<file path="src/rtl/sbus_pkg.sv">
package sbus_pkg;
  localparam int REG_W   = 32;
  localparam int NFLAG   = 3;
  localparam int EBYTE_W = 4;
  localparam int DIV_W   = 8;
  localparam int DLY_W   = 3;
  localparam int BYTE_W  = 8;
  localparam int HW_W    = 16;
  localparam int LINE_W  = 4;

  // register byte offsets
  localparam int OFF_CTRL = 'h00;
  localparam int OFF_CLK  = 'h04;
  localparam int OFF_IEN  = 'h08;
  localparam int OFF_STAT = 'h0C;
  localparam int OFF_RADR = 'h10;
  localparam int OFF_DATA = 'h1C;
  localparam int OFF_LINE = 'h24;
  localparam int OFF_MODE = 'h28;
  localparam int OFF_CMD  = 'h2C;
  localparam int OFF_SADR = 'h30;

  // control bits
  localparam int C_START = 7;
  localparam int C_ABORT = 6;
  localparam int C_GIE   = 1;
  localparam int C_SRST  = 0;
  // status bits
  localparam int S_OVER  = 0;
  localparam int S_ERR   = 1;
  localparam int S_BUSY  = 2;
  localparam int S_EBYTE = 8;
  localparam int S_ACK   = 16;
  // field positions
  localparam int K_DLY   = 8;
  localparam int L_SDA   = 4;
  localparam int L_SCL   = 5;
  localparam int M_START = 31;
  localparam int M_DATA  = 16;
  localparam int M_REG   = 8;
  localparam int A_RT    = 16;

  typedef struct packed {
    logic              gie;
    logic [DIV_W-1:0]  div;
    logic [DLY_W-1:0]  dly;
    logic [NFLAG-1:0]  ien;
    logic [BYTE_W-1:0] radr;
    logic [REG_W-1:0]  data;
    logic [LINE_W-1:0] line;
    logic [BYTE_W-1:0] mdata;
    logic [BYTE_W-1:0] mreg;
    logic [BYTE_W-1:0] cmd;
    logic [BYTE_W-1:0] rt;
    logic [HW_W-1:0]   hw;
  } cfg_t;
endpackage

</file>
<file path="src/rtl/sbus_sync.sv">
module sbus_sync #(
  parameter int STAGES = 2
) (
  input  logic clk,
  input  logic rst_n,
  input  logic d,
  output logic q
);
  generate
    if (STAGES == 0) begin : g_pass
      assign q = d;
    end else begin : g_chain
      logic [STAGES-1:0] chain;
      always_ff @(posedge clk or negedge rst_n) begin
        if (!rst_n) chain <= '0;
        else        chain <= {chain[STAGES-2:0], d};
      end
      assign q = chain[STAGES-1];
    end
  endgenerate
endmodule

</file>
<file path="src/rtl/sbus_xfer_ctl.sv">
module sbus_xfer_ctl (
  input  logic clk,
  input  logic rst_n,
  input  logic sclr,
  input  logic start_req,
  input  logic abort_req,
  input  logic cmd_wr,
  input  logic cmd_ready,
  input  logic done,
  output logic active,
  output logic cmd_valid,
  output logic abort_pulse,
  output logic cmd_wr_ok,
  output logic busy_evt,
  output logic done_ok
);
  logic launch;

  assign launch    = start_req && !active && !abort_req;
  assign busy_evt  = (start_req || cmd_wr) && active;
  assign cmd_wr_ok = cmd_wr && !active;
  assign done_ok   = done && active;

  always_ff @(posedge clk or negedge rst_n) begin
    if (!rst_n) begin
      active      <= 1'b0;
      cmd_valid   <= 1'b0;
      abort_pulse <= 1'b0;
    end else begin
      abort_pulse <= abort_req && !sclr;
      if (sclr || abort_req) begin
        active    <= 1'b0;
        cmd_valid <= 1'b0;
      end else if (launch) begin
        active    <= 1'b1;
        cmd_valid <= 1'b1;
      end else begin
        if (cmd_valid && cmd_ready) cmd_valid <= 1'b0;
        if (done_ok) begin
          active    <= 1'b0;
          cmd_valid <= 1'b0;
        end
      end
    end
  end
endmodule

</file>
<file path="src/rtl/sbus_status.sv">
module sbus_status import sbus_pkg::*; (
  input  logic               clk,
  input  logic               rst_n,
  input  logic               sclr,
  input  logic               set_over,
  input  logic               set_err,
  input  logic               set_busy,
  input  logic               set_ack,
  input  logic [EBYTE_W-1:0] err_byte,
  input  logic               w1c_en,
  input  logic [REG_W-1:0]   w1c_data,
  input  logic [NFLAG-1:0]   flag_en,
  input  logic               gie,
  output logic [REG_W-1:0]   status,
  output logic               irq
);
  logic [NFLAG-1:0]   flags, flag_set, flag_clr;
  logic [EBYTE_W-1:0] ebyte, ebyte_clr;
  logic               ack, ack_clr;

  always_comb begin
    flag_set         = '0;
    flag_set[S_OVER] = set_over;
    flag_set[S_ERR]  = set_err;
    flag_set[S_BUSY] = set_busy;
    flag_clr  = w1c_en ? w1c_data[NFLAG-1:0] : '0;
    ebyte_clr = w1c_en ? w1c_data[S_EBYTE +: EBYTE_W] : '0;
    ack_clr   = w1c_en && w1c_data[S_ACK];
  end

  always_ff @(posedge clk or negedge rst_n) begin
    if (!rst_n) begin
      flags <= '0;
      ebyte <= '0;
      ack   <= 1'b0;
    end else if (sclr) begin
      flags <= '0;
      ebyte <= '0;
      ack   <= 1'b0;
    end else begin
      flags <= (flags & ~flag_clr) | flag_set;
      ebyte <= set_err ? err_byte : (ebyte & ~ebyte_clr);
      ack   <= set_ack || (ack && !ack_clr);
    end
  end

  always_comb begin
    status                      = '0;
    status[NFLAG-1:0]           = flags;
    status[S_EBYTE +: EBYTE_W]  = ebyte;
    status[S_ACK]               = ack;
  end

  assign irq = gie && |(flags & flag_en);
endmodule

</file>
<file path="src/rtl/sbus_regfront.sv">
module sbus_regfront import sbus_pkg::*; #(
  parameter int ADDR_W      = 8,
  parameter int SYNC_STAGES = 2
) (
  input  logic               clk,
  input  logic               rst_n,
  input  logic               reg_wr_en,
  input  logic [ADDR_W-1:0]  reg_addr,
  input  logic [REG_W-1:0]   reg_wdata,
  output logic [REG_W-1:0]   reg_rdata,
  output logic               eng_cmd_valid,
  input  logic               eng_cmd_ready,
  output logic [BYTE_W-1:0]  eng_cmd,
  output logic [BYTE_W-1:0]  eng_reg_addr,
  output logic [REG_W-1:0]   eng_wdata,
  output logic [BYTE_W-1:0]  eng_rt_addr,
  output logic [HW_W-1:0]    eng_hw_addr,
  output logic               eng_abort,
  input  logic               eng_done,
  input  logic               eng_err,
  input  logic               eng_ack_err,
  input  logic [EBYTE_W-1:0] eng_err_byte,
  input  logic               eng_rd_load,
  input  logic [REG_W-1:0]   eng_rdata,
  output logic [DIV_W-1:0]   clk_div,
  output logic [DLY_W-1:0]   sda_delay,
  input  logic               scl_in,
  input  logic               sda_in,
  output logic               scl_force_en,
  output logic               scl_force_val,
  output logic               sda_force_en,
  output logic               sda_force_val,
  output logic               srst_req,
  input  logic               srst_done,
  output logic               init_req,
  input  logic               init_done,
  output logic [BYTE_W-1:0]  init_mode_data,
  output logic [BYTE_W-1:0]  init_mode_reg,
  output logic               irq
);
  cfg_t cfg;
  logic srst_pend, init_pend, sclr;
  logic wr_ctrl, wr_clk, wr_ien, wr_stat, wr_radr, wr_data;
  logic wr_line, wr_mode, wr_cmd, wr_sadr;
  logic active, cmd_wr_ok, busy_evt, done_ok;
  logic scl_s, sda_s;
  logic [REG_W-1:0] status;

  assign wr_ctrl = reg_wr_en && (reg_addr == ADDR_W'(OFF_CTRL));
  assign wr_clk  = reg_wr_en && (reg_addr == ADDR_W'(OFF_CLK));
  assign wr_ien  = reg_wr_en && (reg_addr == ADDR_W'(OFF_IEN));
  assign wr_stat = reg_wr_en && (reg_addr == ADDR_W'(OFF_STAT));
  assign wr_radr = reg_wr_en && (reg_addr == ADDR_W'(OFF_RADR));
  assign wr_data = reg_wr_en && (reg_addr == ADDR_W'(OFF_DATA));
  assign wr_line = reg_wr_en && (reg_addr == ADDR_W'(OFF_LINE));
  assign wr_mode = reg_wr_en && (reg_addr == ADDR_W'(OFF_MODE));
  assign wr_cmd  = reg_wr_en && (reg_addr == ADDR_W'(OFF_CMD));
  assign wr_sadr = reg_wr_en && (reg_addr == ADDR_W'(OFF_SADR));

  assign sclr = srst_pend && srst_done;

  sbus_xfer_ctl u_xfer (
    .clk        (clk),
    .rst_n      (rst_n),
    .sclr       (sclr),
    .start_req  (wr_ctrl && reg_wdata[C_START]),
    .abort_req  (wr_ctrl && reg_wdata[C_ABORT]),
    .cmd_wr     (wr_cmd),
    .cmd_ready  (eng_cmd_ready),
    .done       (eng_done),
    .active     (active),
    .cmd_valid  (eng_cmd_valid),
    .abort_pulse(eng_abort),
    .cmd_wr_ok  (cmd_wr_ok),
    .busy_evt   (busy_evt),
    .done_ok    (done_ok)
  );

  sbus_status u_status (
    .clk     (clk),
    .rst_n   (rst_n),
    .sclr    (sclr),
    .set_over(done_ok && !eng_err),
    .set_err (done_ok && eng_err),
    .set_busy(busy_evt),
    .set_ack (done_ok && eng_err && eng_ack_err),
    .err_byte(eng_err_byte),
    .w1c_en  (wr_stat),
    .w1c_data(reg_wdata),
    .flag_en (cfg.ien),
    .gie     (cfg.gie),
    .status  (status),
    .irq     (irq)
  );

  sbus_sync #(.STAGES(SYNC_STAGES)) u_sync_scl (
    .clk(clk), .rst_n(rst_n), .d(scl_in), .q(scl_s)
  );
  sbus_sync #(.STAGES(SYNC_STAGES)) u_sync_sda (
    .clk(clk), .rst_n(rst_n), .d(sda_in), .q(sda_s)
  );

  always_ff @(posedge clk or negedge rst_n) begin
    if (!rst_n) begin
      cfg       <= '0;
      srst_pend <= 1'b0;
      init_pend <= 1'b0;
    end else if (sclr) begin
      cfg       <= '0;
      srst_pend <= 1'b0;
      init_pend <= 1'b0;
    end else begin
      if (wr_ctrl) begin
        cfg.gie <= reg_wdata[C_GIE];
        if (reg_wdata[C_SRST]) srst_pend <= 1'b1;
      end
      if (wr_clk) begin
        cfg.div <= reg_wdata[DIV_W-1:0];
        cfg.dly <= reg_wdata[K_DLY +: DLY_W];
      end
      if (wr_ien)  cfg.ien  <= reg_wdata[NFLAG-1:0];
      if (wr_radr) cfg.radr <= reg_wdata[BYTE_W-1:0];
      if (done_ok && !eng_err && eng_rd_load) cfg.data <= eng_rdata;
      else if (wr_data)                       cfg.data <= reg_wdata;
      if (wr_line) cfg.line <= reg_wdata[LINE_W-1:0];
      if (init_pend && init_done) init_pend <= 1'b0;
      if (wr_mode) begin
        cfg.mdata <= reg_wdata[M_DATA +: BYTE_W];
        cfg.mreg  <= reg_wdata[M_REG +: BYTE_W];
        if (reg_wdata[M_START]) init_pend <= 1'b1;
      end
      if (cmd_wr_ok) cfg.cmd <= reg_wdata[BYTE_W-1:0];
      if (wr_sadr) begin
        cfg.rt <= reg_wdata[A_RT +: BYTE_W];
        cfg.hw <= reg_wdata[HW_W-1:0];
      end
    end
  end

  always_comb begin
    reg_rdata = '0;
    case (reg_addr)
      ADDR_W'(OFF_CTRL): begin
        reg_rdata[C_START] = active;
        reg_rdata[C_GIE]   = cfg.gie;
        reg_rdata[C_SRST]  = srst_pend;
      end
      ADDR_W'(OFF_CLK): begin
        reg_rdata[DIV_W-1:0]       = cfg.div;
        reg_rdata[K_DLY +: DLY_W]  = cfg.dly;
      end
      ADDR_W'(OFF_IEN):  reg_rdata[NFLAG-1:0]  = cfg.ien;
      ADDR_W'(OFF_STAT): reg_rdata             = status;
      ADDR_W'(OFF_RADR): reg_rdata[BYTE_W-1:0] = cfg.radr;
      ADDR_W'(OFF_DATA): reg_rdata             = cfg.data;
      ADDR_W'(OFF_LINE): begin
        reg_rdata[LINE_W-1:0] = cfg.line;
        reg_rdata[L_SCL]      = scl_s;
        reg_rdata[L_SDA]      = sda_s;
      end
      ADDR_W'(OFF_MODE): begin
        reg_rdata[M_START]           = init_pend;
        reg_rdata[M_DATA +: BYTE_W]  = cfg.mdata;
        reg_rdata[M_REG +: BYTE_W]   = cfg.mreg;
      end
      ADDR_W'(OFF_CMD):  reg_rdata[BYTE_W-1:0] = cfg.cmd;
      ADDR_W'(OFF_SADR): begin
        reg_rdata[A_RT +: BYTE_W] = cfg.rt;
        reg_rdata[HW_W-1:0]       = cfg.hw;
      end
      default: reg_rdata = '0;
    endcase
  end

  assign eng_cmd        = cfg.cmd;
  assign eng_reg_addr   = cfg.radr;
  assign eng_wdata      = cfg.data;
  assign eng_rt_addr    = cfg.rt;
  assign eng_hw_addr    = cfg.hw;
  assign clk_div        = cfg.div;
  assign sda_delay      = cfg.dly;
  assign scl_force_val  = cfg.line[3];
  assign scl_force_en   = cfg.line[2];
  assign sda_force_val  = cfg.line[1];
  assign sda_force_en   = cfg.line[0];
  assign srst_req       = srst_pend;
  assign init_req       = init_pend;
  assign init_mode_data = cfg.mdata;
  assign init_mode_reg  = cfg.mreg;
endmodule

</file>
<file path="config.mk">
export PLATFORM = sky130hd
export DESIGN_NAME = sbus_regfront
export DESIGN_NICKNAME = d
export VERILOG_FILES = /design/src/rtl/sbus_pkg.sv /design/src/rtl/sbus_sync.sv /design/src/rtl/sbus_xfer_ctl.sv /design/src/rtl/sbus_status.sv /design/src/rtl/sbus_regfront.sv
export SDC_FILE = /design/constraint.sdc
export NUM_CORES = 1
export LEC_CHECK = 0
export ABC_AREA = 0
export BUFFER_PORTS_ARGS = -buffer_cell sky130_fd_sc_hd__buf_2
export CELL_PAD_IN_SITES_DETAIL_PLACEMENT = 1
export CELL_PAD_IN_SITES_GLOBAL_PLACEMENT = 2
export CORE_UTILIZATION = 31
export CTS_CLUSTER_DIAMETER = 50
export DETAILED_ROUTE_END_ITERATION = 10
export HOLD_SLACK_MARGIN = 0.08
export PLACE_DENSITY = 0.89
export SLEW_MARGIN = 20
export SYNTH_ARGS = -nofsm -noshare
export SYNTH_HDL_FRONTEND = slang
export SYNTH_SLANG_ARGS = --single-unit
export TNS_END_PERCENT = 100
</file>
<file path="constraint.sdc">
create_clock -name clk -period 2.2 [get_ports clk]
set_clock_uncertainty 0.2 [all_clocks]
set_input_delay 0.33 -clock clk [delete_from_list [all_inputs] [get_ports clk]]
set_output_delay 0.33 -clock clk [all_outputs]
set_load 0.05 [all_outputs]
</file>
# [After elaboration in Yosys (flattened, before gate mapping)]
# Cells that the tools add are included.
[word_totals] ff_bits=124 inputBits=88 output_inout_bits=140 wordCells=128
[classes] n_eq_ne=9 muxes=40 bitwise=6 n_reduce_logical=51
[ops] cell="107-bit 2-to-1 mux" count=1
[ops] cell="32-bit 2-to-1 mux" count=2
[ops] cell="13-bit case mux with 4 select lines" count=1
[ops] cell="8-bit by 6-bit == test with 1-bit output (second input constant)" count=4
[ops] cell="1-bit logical AND" count=28
[ops] cell="24-bit 2-to-1 mux" count=1
[ops] cell="2-bit case mux with 9 select lines" count=1
[ops] cell="3-bit case mux with 6 select lines" count=1
[ops] cell="2-bit nonzero test" count=9
[ops] cell="8-bit by 4-bit == test with 1-bit output (second input constant)" count=2
[ops] cell="8-bit by 5-bit == test with 1-bit output (second input constant)" count=2
[ops] cell="1-bit 2-to-1 mux" count=16
[ops] cell="16-bit 2-to-1 mux" count=1
[ops] cell="4-bit 2-to-1 mux" count=4
[ops] cell="8-bit 2-to-1 mux" count=2
[ops] cell="3-bit case mux with 5 select lines" count=1
[ops] cell="11-bit 2-to-1 mux" count=1
[ops] cell="3-bit 2-to-1 mux" count=3
[ops] cell="8-bit by 3-bit == test with 1-bit output (second input constant)" count=1
[ops] cell="8-bit zero test" count=1
[ops] cell="1-bit case mux with 8 select lines" count=1
[ops] cell="7-bit 2-to-1 mux" count=1
[ops] cell="3-bit AND" count=2
[ops] cell="1-bit case mux with 6 select lines" count=1
[ops] cell="other kinds (12)" count=19

# [Logic depth before layout (Yosys ltp)]
[depth] depth_word=7 mapped_depth=8 ltp_nobuf=4

# [Cells and area by module]
# Synthesis repeated with hierarchy kept, for this count alone.
[hier_totals] hier_cells=822 hier_area_um2=7611.0
[by_module_without_submodules] mod="sbus_regfront" n_inst=1 cells_per_inst=738 area_each_um2=6811.5 seq_area_each_um2=2727.6
[by_module_without_submodules] mod="sbus_status" n_inst=1 cells_per_inst=66 area_each_um2=546.8 seq_area_each_um2=200.2
[by_module_without_submodules] mod="sbus_xfer_ctl" n_inst=1 cells_per_inst=14 area_each_um2=152.6 seq_area_each_um2=75.1
[by_module_without_submodules] mod="sbus_sync" n_inst=2 cells_per_inst=2 area_each_um2=50.0 seq_area_each_um2=50.0

# [Worst setup path before layout]
# Ideal clock, no wire load.
[synth_path] kind="input-to-output" start="in reg_addr[1]" end="out reg_rdata[10]" arrival_ns=2.409 required_time_ns=1.670 setup_slack_ns=-0.739 cell_stages=6 path_buffers=3 cell_sequence="buf_2 > nor4bb_1 > buf_2 > clkbuf_1 > a22oi_1 > o21ai_0"
[synth_via] elab_chain_len=2 word_cells_on_any_way=6 classes_between="5 x eq/ne; 1 x mux"
[synth_lines] item="from (decl)" line_no="sbus_regfront.sv:8" text="input logic [ADDR_W-1:0] reg_addr,"
[synth_lines] item="8-bit by 6-bit == test with 1-bit output (tied with other cells)" line_no="sbus_regfront.sv:142" text="case (reg_addr)"
[synth_lines] item="3-bit case mux with 5 select lines (*)" line_no="sbus_regfront.sv:142"
[synth_lines] item="to (decl)" line_no="sbus_regfront.sv:10" text="output logic [REG_W-1:0] reg_rdata,"
# Mark *: on every way between the ends. The rest lies on a longest branch, timed or not.

# [Final worst setup path]
[layout_path] start="reg cfg[94] (netlist bit)" end="out reg_rdata[2]"
[layout_via] elab_chain_len=1
[layout_lines] item="from (decl)" line_no="sbus_regfront.sv:41" text="cfg_t cfg;"
[layout_lines] item="1-bit case mux with 8 select lines" line_no="sbus_regfront.sv:142"
# Every way passes these cells.

==> out/qor.txt <==
Slew HR - 0.633
Gr ovfl total - 0
Synth-to-Final Area Change - 41.0%
Clock power frac - 0.377
Nets - 1,036
Hold Path End - init_req
Die area - 24,000 um^2
Cell area after synthesis - 7260 um^2
Gate Count Post-Synth - 715
Pleak - 5.82 nW
Kind of critical path - flop to primary output
Initial Util - 0.319
CP max stage delay - 0.41 ns
Power Density - 749 nW/um^2
Post-Route WL - 28.0 mm
Die X - 155 um
FF-to-FF Start - u_xfer.active
CP Cell Sequence - mux2_4 > nand4_1 > a21boi_2 > a311o_2 > buf_8
Setup ws final - -0.134 ns
Design Area, Final - 10,200 um^2
Reg2reg end - eng_wdata[19]
MaxCap Viol Count - 0
Crit path from - cfg[94]
Core area - 22,800 um^2
Final Cycle Share - 1.06
Required time worst endpoint - 1.67 ns
Sw Ratio - 0.360
Drt pass-1 iters - 5
Register area share after synthesis - 0.427
Syn avg cell area - 10.2 um^2
Post-synth EDFFs - 0
Clk Latency, worst-skew pair - 0.41 ns
Crit start category - flop
Htree depth - 4
CP arrival - 1.80 ns
Yosys Warn Count - 0
First DRT Iteration DRCs - 366
Comb power frac - 0.260
CP delay by family, top - compound AO/OA/AOI/OAI gates
Initial antenna violation count - 4
Total track usage - 0.231
Overall power - 0.00767 W
Fraction of registers with async set/reset - 1.00
Mapped Nets - 803
Share of cells above drive strength 1 - 0.415
Critical Path Sink Type - primary output
DR WL/cell - 21.9 um
Clock Path Buffers - 2
Clk Tree Root Cell - clkbuf_16
Worst Hold Class - primary input to flop
VDD IR max - 0.444 mV
Largest net degree at the start of global routing - 67
Synth cell types - 55
Final core utilization - 0.450
Port Buffers - 227
Vias in the first global route - 6,991
Violated checks - setup timing
Commonest non-fill, non-tap cells in the layout - buf_2 (188), dfrtp_1 (123), mux2i_1 (119), nor2_1 (87), dlygate4sd3_1 (69)
Reg clk slew, reported paths - 0.06 ns
Part of the power in registers - 0.364
CTS sink cnt - 124
Post-DP HPWL - 18.0 mm
DRC viols - 0
Maximum fanout along the worst path - 2
Slew Limit Fails - 0
Row cnt - 55
Int Pwr - 0.00490 W
Top FF cell, synth - dfrtp_1
RSZ-0062 raised after global routing - true
Die Span Y - 155 um
Status - complete, but fails checks
Reg2reg setup slack - 0.25 ns
Most common cell after layout, fill and taps aside - buf_2
Hold_sp - reg_wdata[31]
#FFs+latches synth - 124
Fin crit period - 2.33 ns
Actual slew at the worst max-slew pin - 0.551 ns
Bufs and invs on worst path - 1
Final Hold Fails - 0
Ports - 228
Routed vias/inst - 5.10
Via Count - 6,512
CTS buffer count - 17
NetSw - 0.00276 W
Placer Congestion - 0.842
Routed Antenna Nets - 0
Final Setup Violations - 9
Hold path depth - 4
Setup TNS - -0.427 ns
Max reg flops - 32
Placed cell area - 8330 um^2
Fmax - 429 MHz
First-pass GRT wire length - 41.9 mm
CTS tree - built
CP max stage cell - dfrtp_1
Post-place setup slack - -0.229 ns
Worst r2r path cells - 6
==> how the worst max path moves through the flow <==
stage	cells after the start	endpoint	slack [ns]
2_1_floorplan	7	reg_rdata[11]	-0.07
3_3_place_gp	6	reg_rdata[0]	-0.19
3_5_place_dp	7	reg_rdata[20]	-0.23
4_1_cts	5	reg_rdata[1]	-0.09
5_1_grt	5	reg_rdata[2]	-0.15
6_report	5	reg_rdata[2]	-0.13
==> layer usage <==
layer  global-route usage  wire length [um]  vias to the layer above
met5                    0                 0                        -
met4               0.0948               814                        0
met3               0.0421              1340                       50
met2                0.402             14000                      224
met1                0.282             11800                     3330
li1                     -                 -                     2908
==> cells by family (layout without fill, tap and decap cells) <==
kind of cell    after synthesis  in the layout  synth area share
flops                       124            124             0.427
buf+inv                     168            414             0.156
simple gates                199            199             0.137
mux                         124            124             0.172
other cells                   0              4                 0
compound gates              100            100             0.109
==> power by group through the flow <==
stage          combinational, W  clock [W]  sequential, W
2_1_floorplan           0.00162          0        0.00274
5_1_grt                 0.00210    0.00305        0.00282
3_5_place_dp            0.00183          0        0.00281
4_1_cts                 0.00196    0.00295        0.00278
6_report                0.00199    0.00289        0.00279
3_3_place_gp            0.00179          0        0.00280
==> metrics by stage <==
step                hold slack (ns)  instances
floorplan                    -0.166        715
global placement              0.101       1153
detailed placement            0.103       1153
CTS                          0.0801       1268
global route                 0.0962       1278
finish                       0.0972       1278
==> cell usage after synthesis (all sizes together), types with 2 or more instances <==
master | n | share of area
a221o | 4 | 0.0055
mux2i | 119 | 0.16
nor3 | 5 | 0.0041
a31oi | 2 | 0.0017
nor4b | 4 | 0.0086
dfrtp | 124 | 0.43
mux2 | 5 | 0.0078
nand3 | 15 | 0.010
a32oi | 2 | 0.0024
nor2b | 2 | 0.0017
buf | 136 | 0.14
o21ai | 11 | 0.0076
o2bb2ai | 3 | 0.0036
nor4 | 2 | 0.0038
o31ai | 32 | 0.033
clkbuf | 19 | 0.0098
and2 | 4 | 0.0034
o2111ai | 2 | 0.0024
nand2 | 47 | 0.024
a22oi | 5 | 0.0052
nand3b | 5 | 0.0052
and3 | 15 | 0.013
a31o | 7 | 0.0084
nand4 | 5 | 0.0072
a211o | 3 | 0.0036
a21oi | 7 | 0.0048
nand4b | 2 | 0.0024
a222oi | 13 | 0.018
nor2 | 88 | 0.045
inv | 13 | 0.0067
==> worst min-delay path, cell delays in order <==
cell,delay (ns)
buf_2,0.08
inv_1,0.04
a2bb2oi_1,0.14
nor2_1,0.08
==> cell type report <==
class                      instances  area (um^2)
antenna                            4         10.0
clock inverter                    11          144
inverter                          13         48.8
clock buffer                      21          450
sequential                       124         3100
tap                              313          392
fill                            2539        12500
timing repair buffer             369         2900
multi-input combinational        423         3200
==> repair_timing <==
item	CTS	global route
hold buffers	69	0
pin swaps	15	13
setup endpoints to repair	32	32
cloned	2	2
buffers inserted	14	7
resized for setup	100	41
hold endpoints to repair	112	0
(Power assumes the default switching activity.)
